<file path="src/rtl/photon_pkg.sv">
package photon_pkg;
  localparam int CELL_W   = 4;
  localparam int DIM      = 5;
  localparam int NCELL    = DIM * DIM;
  localparam int STATE_W  = CELL_W * NCELL;
  localparam int RATE     = 20;
  localparam int SQZ_W    = 16;
  localparam int DIGEST_W = 80;
  localparam int N_LANES  = DIGEST_W / SQZ_W;
  localparam int ROUNDS   = 12;
  localparam int RND_W    = $clog2(ROUNDS);
  localparam int TAIL_W   = 24;
  localparam logic [TAIL_W-1:0] IV_TAIL = {8'(DIGEST_W / 4), 8'(RATE), 8'(SQZ_W)};

  typedef logic [CELL_W-1:0] cell_t;
  typedef enum logic [1:0] {PH_IDLE, PH_ABSORB, PH_PERM, PH_SQZ} phase_t;

  function automatic cell_t sbox(input cell_t x);
    case (x)
      4'h0: sbox = 4'hC;  4'h1: sbox = 4'h5;  4'h2: sbox = 4'h6;  4'h3: sbox = 4'hB;
      4'h4: sbox = 4'h9;  4'h5: sbox = 4'h0;  4'h6: sbox = 4'hA;  4'h7: sbox = 4'hD;
      4'h8: sbox = 4'h3;  4'h9: sbox = 4'hE;  4'hA: sbox = 4'hF;  4'hB: sbox = 4'h8;
      4'hC: sbox = 4'h4;  4'hD: sbox = 4'h7;  4'hE: sbox = 4'h1;  default: sbox = 4'h2;
    endcase
  endfunction

  function automatic cell_t round_const(input logic [RND_W-1:0] k);
    case (k)
      4'd0: round_const = 4'd1;   4'd1: round_const = 4'd3;   4'd2: round_const = 4'd7;
      4'd3: round_const = 4'd14;  4'd4: round_const = 4'd13;  4'd5: round_const = 4'd11;
      4'd6: round_const = 4'd6;   4'd7: round_const = 4'd12;  4'd8: round_const = 4'd9;
      4'd9: round_const = 4'd2;   4'd10: round_const = 4'd5;  4'd11: round_const = 4'd10;
      default: round_const = 4'd0;
    endcase
  endfunction

  function automatic cell_t row_const(input int r);
    case (r)
      1: row_const = 4'd1;
      2: row_const = 4'd3;
      3: row_const = 4'd6;
      4: row_const = 4'd4;
      default: row_const = 4'd0;
    endcase
  endfunction

  function automatic cell_t mix_coef(input int i);
    case (i)
      0: mix_coef = 4'd1;
      1: mix_coef = 4'd2;
      2: mix_coef = 4'd9;
      3: mix_coef = 4'd9;
      default: mix_coef = 4'd2;
    endcase
  endfunction

  function automatic cell_t gf_xtime(input cell_t x);
    gf_xtime = {x[2:0], 1'b0} ^ (x[3] ? 4'h3 : 4'h0);
  endfunction

  function automatic cell_t gf_mul(input cell_t a, input cell_t b);
    cell_t acc, sh;
    acc = '0;
    sh  = a;
    for (int i = 0; i < CELL_W; i++) begin
      if (b[i]) acc = acc ^ sh;
      sh = gf_xtime(sh);
    end
    gf_mul = acc;
  endfunction

  function automatic logic [CELL_W*DIM-1:0] mix_col(input logic [CELL_W*DIM-1:0] col);
    logic [CELL_W*DIM-1:0] v;
    cell_t t;
    v = col;
    for (int it = 0; it < DIM; it++) begin
      t = '0;
      for (int i = 0; i < DIM; i++)
        t = t ^ gf_mul(mix_coef(i), v[CELL_W*DIM-1-CELL_W*i -: CELL_W]);
      v = {v[CELL_W*(DIM-1)-1:0], t};
    end
    mix_col = v;
  endfunction
endpackage

</file>
<file path="src/rtl/photon_pad.sv">
module photon_pad
  import photon_pkg::*;
#(
  parameter int MSG_W = 128,
  parameter int LEN_W = 8,
  parameter int BLK_W = 3
) (
  input  logic [MSG_W-1:0] msg_i,
  input  logic [LEN_W-1:0] len_i,
  input  logic [BLK_W-1:0] blk_i,
  output logic [RATE-1:0]  blk_o
);
  function automatic logic pad_bit(input logic [MSG_W-1:0] m, input int len, input int p);
    if (p < len) pad_bit = m[MSG_W-1-p];
    else         pad_bit = (p == len);
  endfunction

  for (genvar j = 0; j < RATE; j++) begin : g_bit
    assign blk_o[RATE-1-j] = pad_bit(msg_i, int'(len_i), int'(blk_i) * RATE + j);
  end
endmodule

</file>
<file path="src/rtl/photon_round.sv">
module photon_round
  import photon_pkg::*;
(
  input  logic [STATE_W-1:0] st_i,
  input  logic [RND_W-1:0]   rnd_i,
  output logic [STATE_W-1:0] st_o
);
  cell_t cin  [NCELL];
  cell_t cadd [NCELL];
  cell_t csub [NCELL];
  cell_t cshf [NCELL];
  logic [CELL_W*DIM-1:0] colv [DIM];
  logic [CELL_W*DIM-1:0] mcol [DIM];
  cell_t rc;

  assign rc = round_const(rnd_i);

  for (genvar r = 0; r < DIM; r++) begin : g_row
    for (genvar c = 0; c < DIM; c++) begin : g_col
      localparam int K = r * DIM + c;
      assign cin[K] = st_i[STATE_W-1-CELL_W*K -: CELL_W];
      if (c == 0) begin : g_add
        assign cadd[K] = cin[K] ^ rc ^ row_const(r);
      end else begin : g_pass
        assign cadd[K] = cin[K];
      end
      assign csub[K] = sbox(cadd[K]);
      assign cshf[K] = csub[r * DIM + ((c + r) % DIM)];
      assign colv[c][CELL_W*DIM-1-CELL_W*r -: CELL_W] = cshf[K];
      assign st_o[STATE_W-1-CELL_W*K -: CELL_W] = mcol[c][CELL_W*DIM-1-CELL_W*r -: CELL_W];
    end
  end

  for (genvar c = 0; c < DIM; c++) begin : g_mix
    assign mcol[c] = mix_col(colv[c]);
  end
endmodule

</file>
<file path="src/rtl/photon_merge.sv">
module photon_merge #(
  parameter int LANE_W  = 16,
  parameter int N_LANES = 5
) (
  input  logic                      clk,
  input  logic                      rst,
  input  logic                      clr_i,
  input  logic                      shift_i,
  input  logic [LANE_W-1:0]         lane_i,
  output logic [LANE_W*N_LANES-1:0] dout_o
);
  localparam int OUT_W = LANE_W * N_LANES;

  always_ff @(posedge clk) begin
    if (rst || clr_i) dout_o <= '0;
    else if (shift_i) dout_o <= {dout_o[OUT_W-LANE_W-1:0], lane_i};
  end


  merge_hold_chk: assert property (@(posedge clk) disable iff (rst)
    (!clr_i && !shift_i) |=> $stable(dout_o));
endmodule

</file>
<file path="src/rtl/photon_sponge_hash.sv">
module photon_sponge_hash
  import photon_pkg::*;
#(
  parameter int MSG_W = 128
) (
  input  logic                       clk,
  input  logic                       rst,
  input  logic                       start_i,
  input  logic [MSG_W-1:0]           msg_i,
  input  logic [$clog2(MSG_W+1)-1:0] len_i,
  output logic [DIGEST_W-1:0]        digest_o,
  output logic                       done_o
);
  localparam int LEN_W  = $clog2(MSG_W + 1);
  localparam int MAXBLK = MSG_W / RATE + 1;
  localparam int BLK_W  = $clog2(MAXBLK + 1);
  localparam int SQN_W  = $clog2(N_LANES);

  phase_t             ph;
  logic [STATE_W-1:0] st, st_nx;
  logic [RND_W-1:0]   rnd;
  logic [BLK_W-1:0]   blk, nblk;
  logic [SQN_W-1:0]   sqn;
  logic               sqz_ph;
  logic [MSG_W-1:0]   msg_q;
  logic [LEN_W-1:0]   len_q;
  logic [RATE-1:0]    pad_blk;
  logic               accept, last_rnd;

  assign accept   = start_i && (ph == PH_IDLE);
  assign last_rnd = (rnd == RND_W'(ROUNDS - 1));

  photon_pad #(.MSG_W(MSG_W), .LEN_W(LEN_W), .BLK_W(BLK_W)) u_pad (
    .msg_i(msg_q), .len_i(len_q), .blk_i(blk), .blk_o(pad_blk));

  photon_round u_round (.st_i(st), .rnd_i(rnd), .st_o(st_nx));

  photon_merge #(.LANE_W(SQZ_W), .N_LANES(N_LANES)) u_merge (
    .clk(clk), .rst(rst), .clr_i(accept), .shift_i(ph == PH_SQZ),
    .lane_i(st[STATE_W-1 -: SQZ_W]), .dout_o(digest_o));

  always_ff @(posedge clk) begin
    if (rst) begin
      ph     <= PH_IDLE;
      st     <= '0;
      rnd    <= '0;
      blk    <= '0;
      nblk   <= BLK_W'(1);
      sqn    <= '0;
      sqz_ph <= 1'b0;
      msg_q  <= '0;
      len_q  <= '0;
      done_o <= 1'b0;
    end else begin
      done_o <= 1'b0;
      case (ph)
        PH_IDLE: if (start_i) begin
          msg_q  <= msg_i;
          len_q  <= len_i;
          nblk   <= BLK_W'(32'(len_i) / RATE + 1);
          blk    <= '0;
          sqn    <= '0;
          sqz_ph <= 1'b0;
          st     <= {{(STATE_W-TAIL_W){1'b0}}, IV_TAIL};
          ph     <= PH_ABSORB;
        end
        PH_ABSORB: begin
          st[STATE_W-1 -: RATE] <= st[STATE_W-1 -: RATE] ^ pad_blk;
          rnd <= '0;
          ph  <= PH_PERM;
        end
        PH_PERM: begin
          st  <= st_nx;
          rnd <= rnd + RND_W'(1);
          if (last_rnd) begin
            if (sqz_ph) begin
              ph <= PH_SQZ;
            end else if (blk == nblk - BLK_W'(1)) begin
              sqz_ph <= 1'b1;
              ph     <= PH_SQZ;
            end else begin
              blk <= blk + BLK_W'(1);
              ph  <= PH_ABSORB;
            end
          end
        end
        PH_SQZ: begin
          sqn <= sqn + SQN_W'(1);
          rnd <= '0;
          if (sqn == SQN_W'(N_LANES - 1)) begin
            done_o <= 1'b1;
            ph     <= PH_IDLE;
          end else begin
            ph <= PH_PERM;
          end
        end
        default: ph <= PH_IDLE;
      endcase
    end
  end


  done_pulse_chk: assert property (@(posedge clk) disable iff (rst)
    done_o |=> !done_o);

  idle_hold_chk: assert property (@(posedge clk) disable iff (rst)
    (ph == PH_IDLE && !start_i) |=> $stable(digest_o));

  round_range_chk: assert property (@(posedge clk) disable iff (rst)
    (ph == PH_PERM) |-> (rnd < RND_W'(ROUNDS)));

  block_range_chk: assert property (@(posedge clk) disable iff (rst)
    (ph != PH_IDLE) |-> (blk < nblk));

  lane_count_chk: assert property (@(posedge clk) disable iff (rst)
    (ph == PH_SQZ) |-> (sqn < SQN_W'(N_LANES)));

  busy_start_chk: assert property (@(posedge clk) disable iff (rst)
    (ph != PH_IDLE && start_i) |=> $stable(len_q));
endmodule

</file>
<file path="config.mk">
export PLATFORM = sky130hd
export DESIGN_NAME = photon_sponge_hash
export DESIGN_NICKNAME = d
export VERILOG_FILES = /design/src/rtl/photon_pkg.sv /design/src/rtl/photon_pad.sv /design/src/rtl/photon_round.sv /design/src/rtl/photon_merge.sv /design/src/rtl/photon_sponge_hash.sv
export SDC_FILE = /design/constraint.sdc
export NUM_CORES = 1
export LEC_CHECK = 0
export ABC_AREA = 1
export BUFFER_PORTS_ARGS = -buffer_cell sky130_fd_sc_hd__buf_4
export CORE_MARGIN = 2
export CORE_UTILIZATION = 46
export CTS_CLUSTER_DIAMETER = 100
export DETAILED_ROUTE_END_ITERATION = 6
export HOLD_SLACK_MARGIN = 0.12
export PLACE_DENSITY = 0.71
export SLEW_MARGIN = 20
export SYNTH_ARGS = -nofsm -noshare
export SYNTH_HDL_FRONTEND = slang
export SYNTH_HIERARCHICAL = 1
export SYNTH_SLANG_ARGS = --single-unit
</file>
<file path="constraint.sdc">
create_clock -name clk -period 3.4 [get_ports clk]
set_input_delay 0 -clock clk [delete_from_list [all_inputs] [get_ports clk]]
set_output_delay 0 -clock clk [all_outputs]
set_load 0.01 [all_outputs]
</file>
After elaboration in Yosys (flattened, before gate mapping)
Memories as Yosys holds them, arrays and structs flattened. A register that Yosys moved wholly into a read port is not among the register bits.
Cells that the tools add are included.
Storage, ports and cells
  input bits: 139
  memories kept: 26
  memory bits (read-only): 1664
  flip-flop bits (word level): 333
  output and inout port bits: 81
  word-level logic and storage cells: 1090
Cells by class
  div/mod/pow operators: 1
  muxes and demuxes: 524
  bitwise logic cells: 396
  eq/ne operators: 30
  order comparisons: 40
  $add $sub $neg: 44
  reduce and logical (&&, ||, !) cells: 16
  multipliers: 1
Memory list
  (no name shown): words 16, width 4, rd ports 1, clocked after memory_dff 1, wr ports 0, RTL line photon_pkg.sv:19  | case (x)
  (no name shown): words 16, width 4, rd ports 1, clocked after memory_dff 1, wr ports 0, RTL line photon_pkg.sv:19
  (no name shown): words 16, width 4, rd ports 1, clocked after memory_dff 1, wr ports 0, RTL line photon_pkg.sv:19
  (no name shown): words 16, width 4, rd ports 1, clocked after memory_dff 1, wr ports 0, RTL line photon_pkg.sv:19
  (no name shown): words 16, width 4, rd ports 1, clocked after memory_dff 0, wr ports 0, RTL line photon_pkg.sv:19
  (no name shown): words 16, width 4, rd ports 1, clocked after memory_dff 1, wr ports 0, RTL line photon_pkg.sv:19
  +20 memories
Operators by type and width (count)
  < comparator 32 x 9 -> 1 bit, second input constant: 20
  == test 32 x 9 -> 1 bit: 19
  < comparator 32 x 9 -> 1 bit: 19
  subtractor 8 x 32 -> 32 bit, first input constant: 19
  2-to-1 mux 4 bit: 137
  XOR 4 bit: 105
  2-to-1 mux 3 bit: 99
  2-to-1 mux 2 bit: 140
  adder 32 x 5 -> 32 bit, second input constant: 8
  case mux 80 bit (2 select lines): 1
  NOT 1 bit, first input constant: 155
  binary-select mux 1 bit (select 7 bit): 20
  adder 32 x 4 -> 32 bit, second input constant: 4
  adder 32 x 6 -> 32 bit, second input constant: 4
  2-to-1 mux 1 bit: 120
  2-to-1 mux 100 bit: 1
  NOT 1 bit: 93
  NOT 2 bit: 42
  adder 32 x 3 -> 32 bit, second input constant: 2
  case mux 20 bit (3 select lines): 1
  adder 32 x 2 -> 32 bit, second input constant: 1
  divider 8 x 5 -> 32 bit, second input constant: 1
  XOR 20 bit: 1
  case mux 3 bit (2 select lines): 2
  25 further kinds: 38

Longest topological paths before layout
An unclocked memory read counts as a cell.
  depth after elaboration: 39
  depth in mapped cells: 32
  gate-level depth less buffers: 32

By module
Netlist, hierarchy kept.
By module, submodules not included
  photon_round: area an instance 13429.1 um2, sequential area each 0.0 um2, times used 1, cells an instance 2717
  photon_sponge_hash: area an instance 9758.1 um2, sequential area each 5064.9 um2, times used 1, cells an instance 1308
  photon_pad: area an instance 5751.8 um2, sequential area each 0.0 um2, times used 1, cells an instance 1197
  photon_merge: area an instance 3306.9 um2, sequential area each 1601.5 um2, times used 1, cells an instance 507

Worst setup path before layout
OpenSTA, ideal clock, no wires.
  kind: register -> register
  start point: register rnd[1] (netlist name)
  end point: register st[3]
  cell stages (with the launch flop): 28
  arrival time: 3292 ps
  slack: -24 ps
  buffers on the path: 0
  period minus slack after synthesis: 3424 ps
  library setup time: 132 ps
  required time: 3268 ps
  cells stage by stage: dfxtp_1 -> inv_1 -> ha_1 -> nand2_1 -> nand3_1 -> nand2_2 -> nand2_1 -> nand2_1 -> inv_1 -> ha_1 -> or2_2 -> nand3_1 -> nand3_1 -> nand3_1 -> nand2_4 -> inv_2 -> nand3_2 -> nand2_4 -> nand2_1 -> nand2_1 -> nand2_2 -> nand2_4 -> xor2_1 -> inv_1 -> nand2_1 -> nand2_1 -> nand2_1 -> a21oi_1
RTL lines
  to (signal assigned): RTL line photon_sponge_hash.sv:64  | st <= {{(STATE_W-TAIL_W){1'b0}}, IV_TAIL};
  to (signal, indexed assignment): RTL line photon_sponge_hash.sv:68  | st[STATE_W-1 -: RATE] <= st[STATE_W-1 -: RATE] ^ pad_blk;
  to (signal assigned): RTL line photon_sponge_hash.sv:73  | st <= st_nx;
  to (decl): RTL line photon_sponge_hash.sv:20  | logic [STATE_W-1:0] st, st_nx;

==> metrics.txt <==
DRC viols=0; Post-synth EDFFs=0; RSZ-0062 raised after global routing=yes; outcome=finished with violations; R2R Setup Slk=-0.004 ns; Tmin final=3.40 ns; clock tree buffer depth=3; failing checks=negative setup slack; initial antenna violation count=0; core area=0.0697 sq mm; DR pass1 iterations=7; number of global-route vias before repair=34524; cell class contributing the biggest share of worst-path delay=simple AND/OR/NAND/NOR gates; Post-Route WL=118000 microns; most frequent cells in the layout=nand2_1, nand3_1, buf_4, nor2_1, inv_1; reg2reg start=rnd[1]; clock buffers created by TritonCTS=41; Netlist cell types=56; GRT Overall Usage=30.3%; DR vias/cell=5.36; clock insertion delay at the later pin of the skew report=0.60 ns; Ant. Diodes=0; Synth Warn #=6; data arrival time of the worst path=3.81 ns; CP max FO=8; commonest non-fill, non-tap cell in the layout=nand2_1; Multi-input gate area=0.0251 sq mm; RR Endpoint=st[0]; Seq. cell area=0.00670 sq mm; Worst Setup End Kind=flip-flop; area leader, netlist=nand2_1; FF+latch count, synth=333; synth top area cells=nand2_1, dfxtp_1, nand3_1, nor2_1, ha_1; Critical Path End=st[0]; Setup violations, final=1; post-route worst setup slack=-0.00433 ns; syn nets=6035; Worst Tran Pin Value=1.04 ns; Hold Path Class=input pin to flip-flop; cells on worst reg2reg path=30; Initial Utilization=46.3%; ratio of cells with drive above 1 in the final layout=21.9%; die area=0.0722 sq mm; 1st-iter DRT viols=3994; TritonCTS clock tree=done; number of max-cap violations=0; Worst Path Buf+Inv=3; post-detail-place hpwl=83400 microns; root buf cell=clkbuf_16; global-route wire length before repair=177000 microns; share of the synthesized area in the top cell type=25.4%; Setup Skew=0.0288 ns; Rows=97; Syn-to-layout area delta=33.0%; total gr overflow=0; PortBufs=219; # fillers=6455; dpl ws=-0.241 ns; H-tree levels=2; pin count of the biggest net entering global routing=137; average wire per standard cell=16.2 microns; Non-Filler Instances=7300; Worst-path clk slew=0.06 ns; instance count on the critical path=30; startpoint type of the worst setup path=flip-flop; gpl congestion=1.03; fin. max-slew vios=0; period utilisation layout=100%; Critical-path top delay cell=dfxtp_2; worst hold margin=0.202 ns; die height=269 microns; die width=269 microns; worst hold start=msg_i[34]; CP peak stage delay=0.34 ns; sequential element share of the synthesized area=20.7%; Synth Instances=5729; Sink Count=333; nets=6635; Post-Place Cells=7007; Avg Cell Area, Syn=5.63 sq um; Worst EP required=3.81 ns; Achievable Freq=294 MHz; Async SR Flop Fraction=0%; WS Path Type=flip-flop to flip-flop; Antenna Violating Nets Remaining=0; endpoints failing hold=0; Mapped Area=0.0322 sq mm; Max-slew headroom=30.4%; Setup crit start=rnd[1]; via count=39126; I/O pin cnt=220; top_reg_cell synth=dfxtp_1
==> worst reg2reg max path, delay by kind of cell (launching register included) <==
| kind | cells | cell delay (ns) |
|---|---|---|
| buffers and inverters | 3 | 0.31 |
| adders and majority gates | 2 | 0.38 |
| AOI/OAI and AO/OA | 1 | 0.06 |
| DFF | 1 | 0.34 |
| and+or+nand+nor | 24 | 2.15 |
==> worst min-delay path by stage <==
stage	endpoint	cells after the start	slack, ns
5_1_grt	msg_q[60]	4	0.22
3_3_place_gp	msg_q[126]	3	0.25
2_1_floorplan	len_q[6]	2	0.14
6_report	msg_q[34]	4	0.20
3_5_place_dp	msg_q[4]	3	0.26
4_1_cts	msg_q[34]	4	0.18
==> registers in the layout, indices dropped and copies added (netlist names) <==
name	count
done_o	1
u_merge/dout_o	80
sqz_ph	1
rnd	4
ph	2
len_q	8
blk	3
st	100
nblk	3
msg_q	128
sqn	3
==> routing by layer <==
metal	part of all wire, %	track usage, %	wire [microns]	vias up
li1	-	-	-	19334
met1	42	39.2	49100	17825
met2	47	51.3	55400	1642
met3	7.5	4.08	8900	325
met4	3.8	10.8	4540	0
met5	0	0	0	-
==> synthesized netlist by cell type, types with 19 or more instances <==
cell	count
a21oi_1	152
nor2_1	558
xnor2_1	34
nand2_2	89
ha_1	167
o21ai_0	217
nand3_1	946
nand3_2	19
clkbuf_1	90
buf_1	22
nand2_1	2180
inv_1	520
inv_2	36
buf_2	69
dfxtp_1	333
xor2_1	113
==> cells by family (layout without fill, tap and decap cells) <==
logic type               Yosys count  in the layout  synth area share [%]
adder cells (fa/ha/maj)          167            167                  6.48
flip-flops                       333            333                  20.7
XOR/XNOR                         165            165                  5.02
AO/OA/AOI/OAI                    418            418                  6.97
buffers and inverters            765           1396                  9.61
AND/OR/NAND/NOR                 3881           3881                  51.2
==> area by class of cell <==
cell class	count	share of cell area, %
inverters	561	4.96
clock buffers	52	2.65
multi-input cells	4631	58.5
well taps	940	2.74
clock inverters	22	0.872
flip-flops and latches	333	15.6
repair buffers	761	14.7
==> stage by stage <==
stage	area, sq um	util (%)	setup TNS, ns
2_1_floorplan	32200	-	0
3_3_place_gp	36700	52.6	-1.03
3_5_place_dp	36700	52.6	-3.67
4_1_cts	40100	57.5	0
5_1_grt	42900	61.6	-3.21
6_report	42900	61.6	-0.00433
==> what timing repair did <==
item / in CTS / in global routing
endpoints found under the hold margin: 181 / 0
hold buffers: 159 / 0
setup buffers: 5 / 55
gates resized for setup: 67 / 613
endpoints found under the setup margin: 38 / 69
pin swaps: 31 / 197
Power is left out: the tool's default activity adds up to more than one toggle a clock period on the data nets, which glitch-free logic cannot reach.
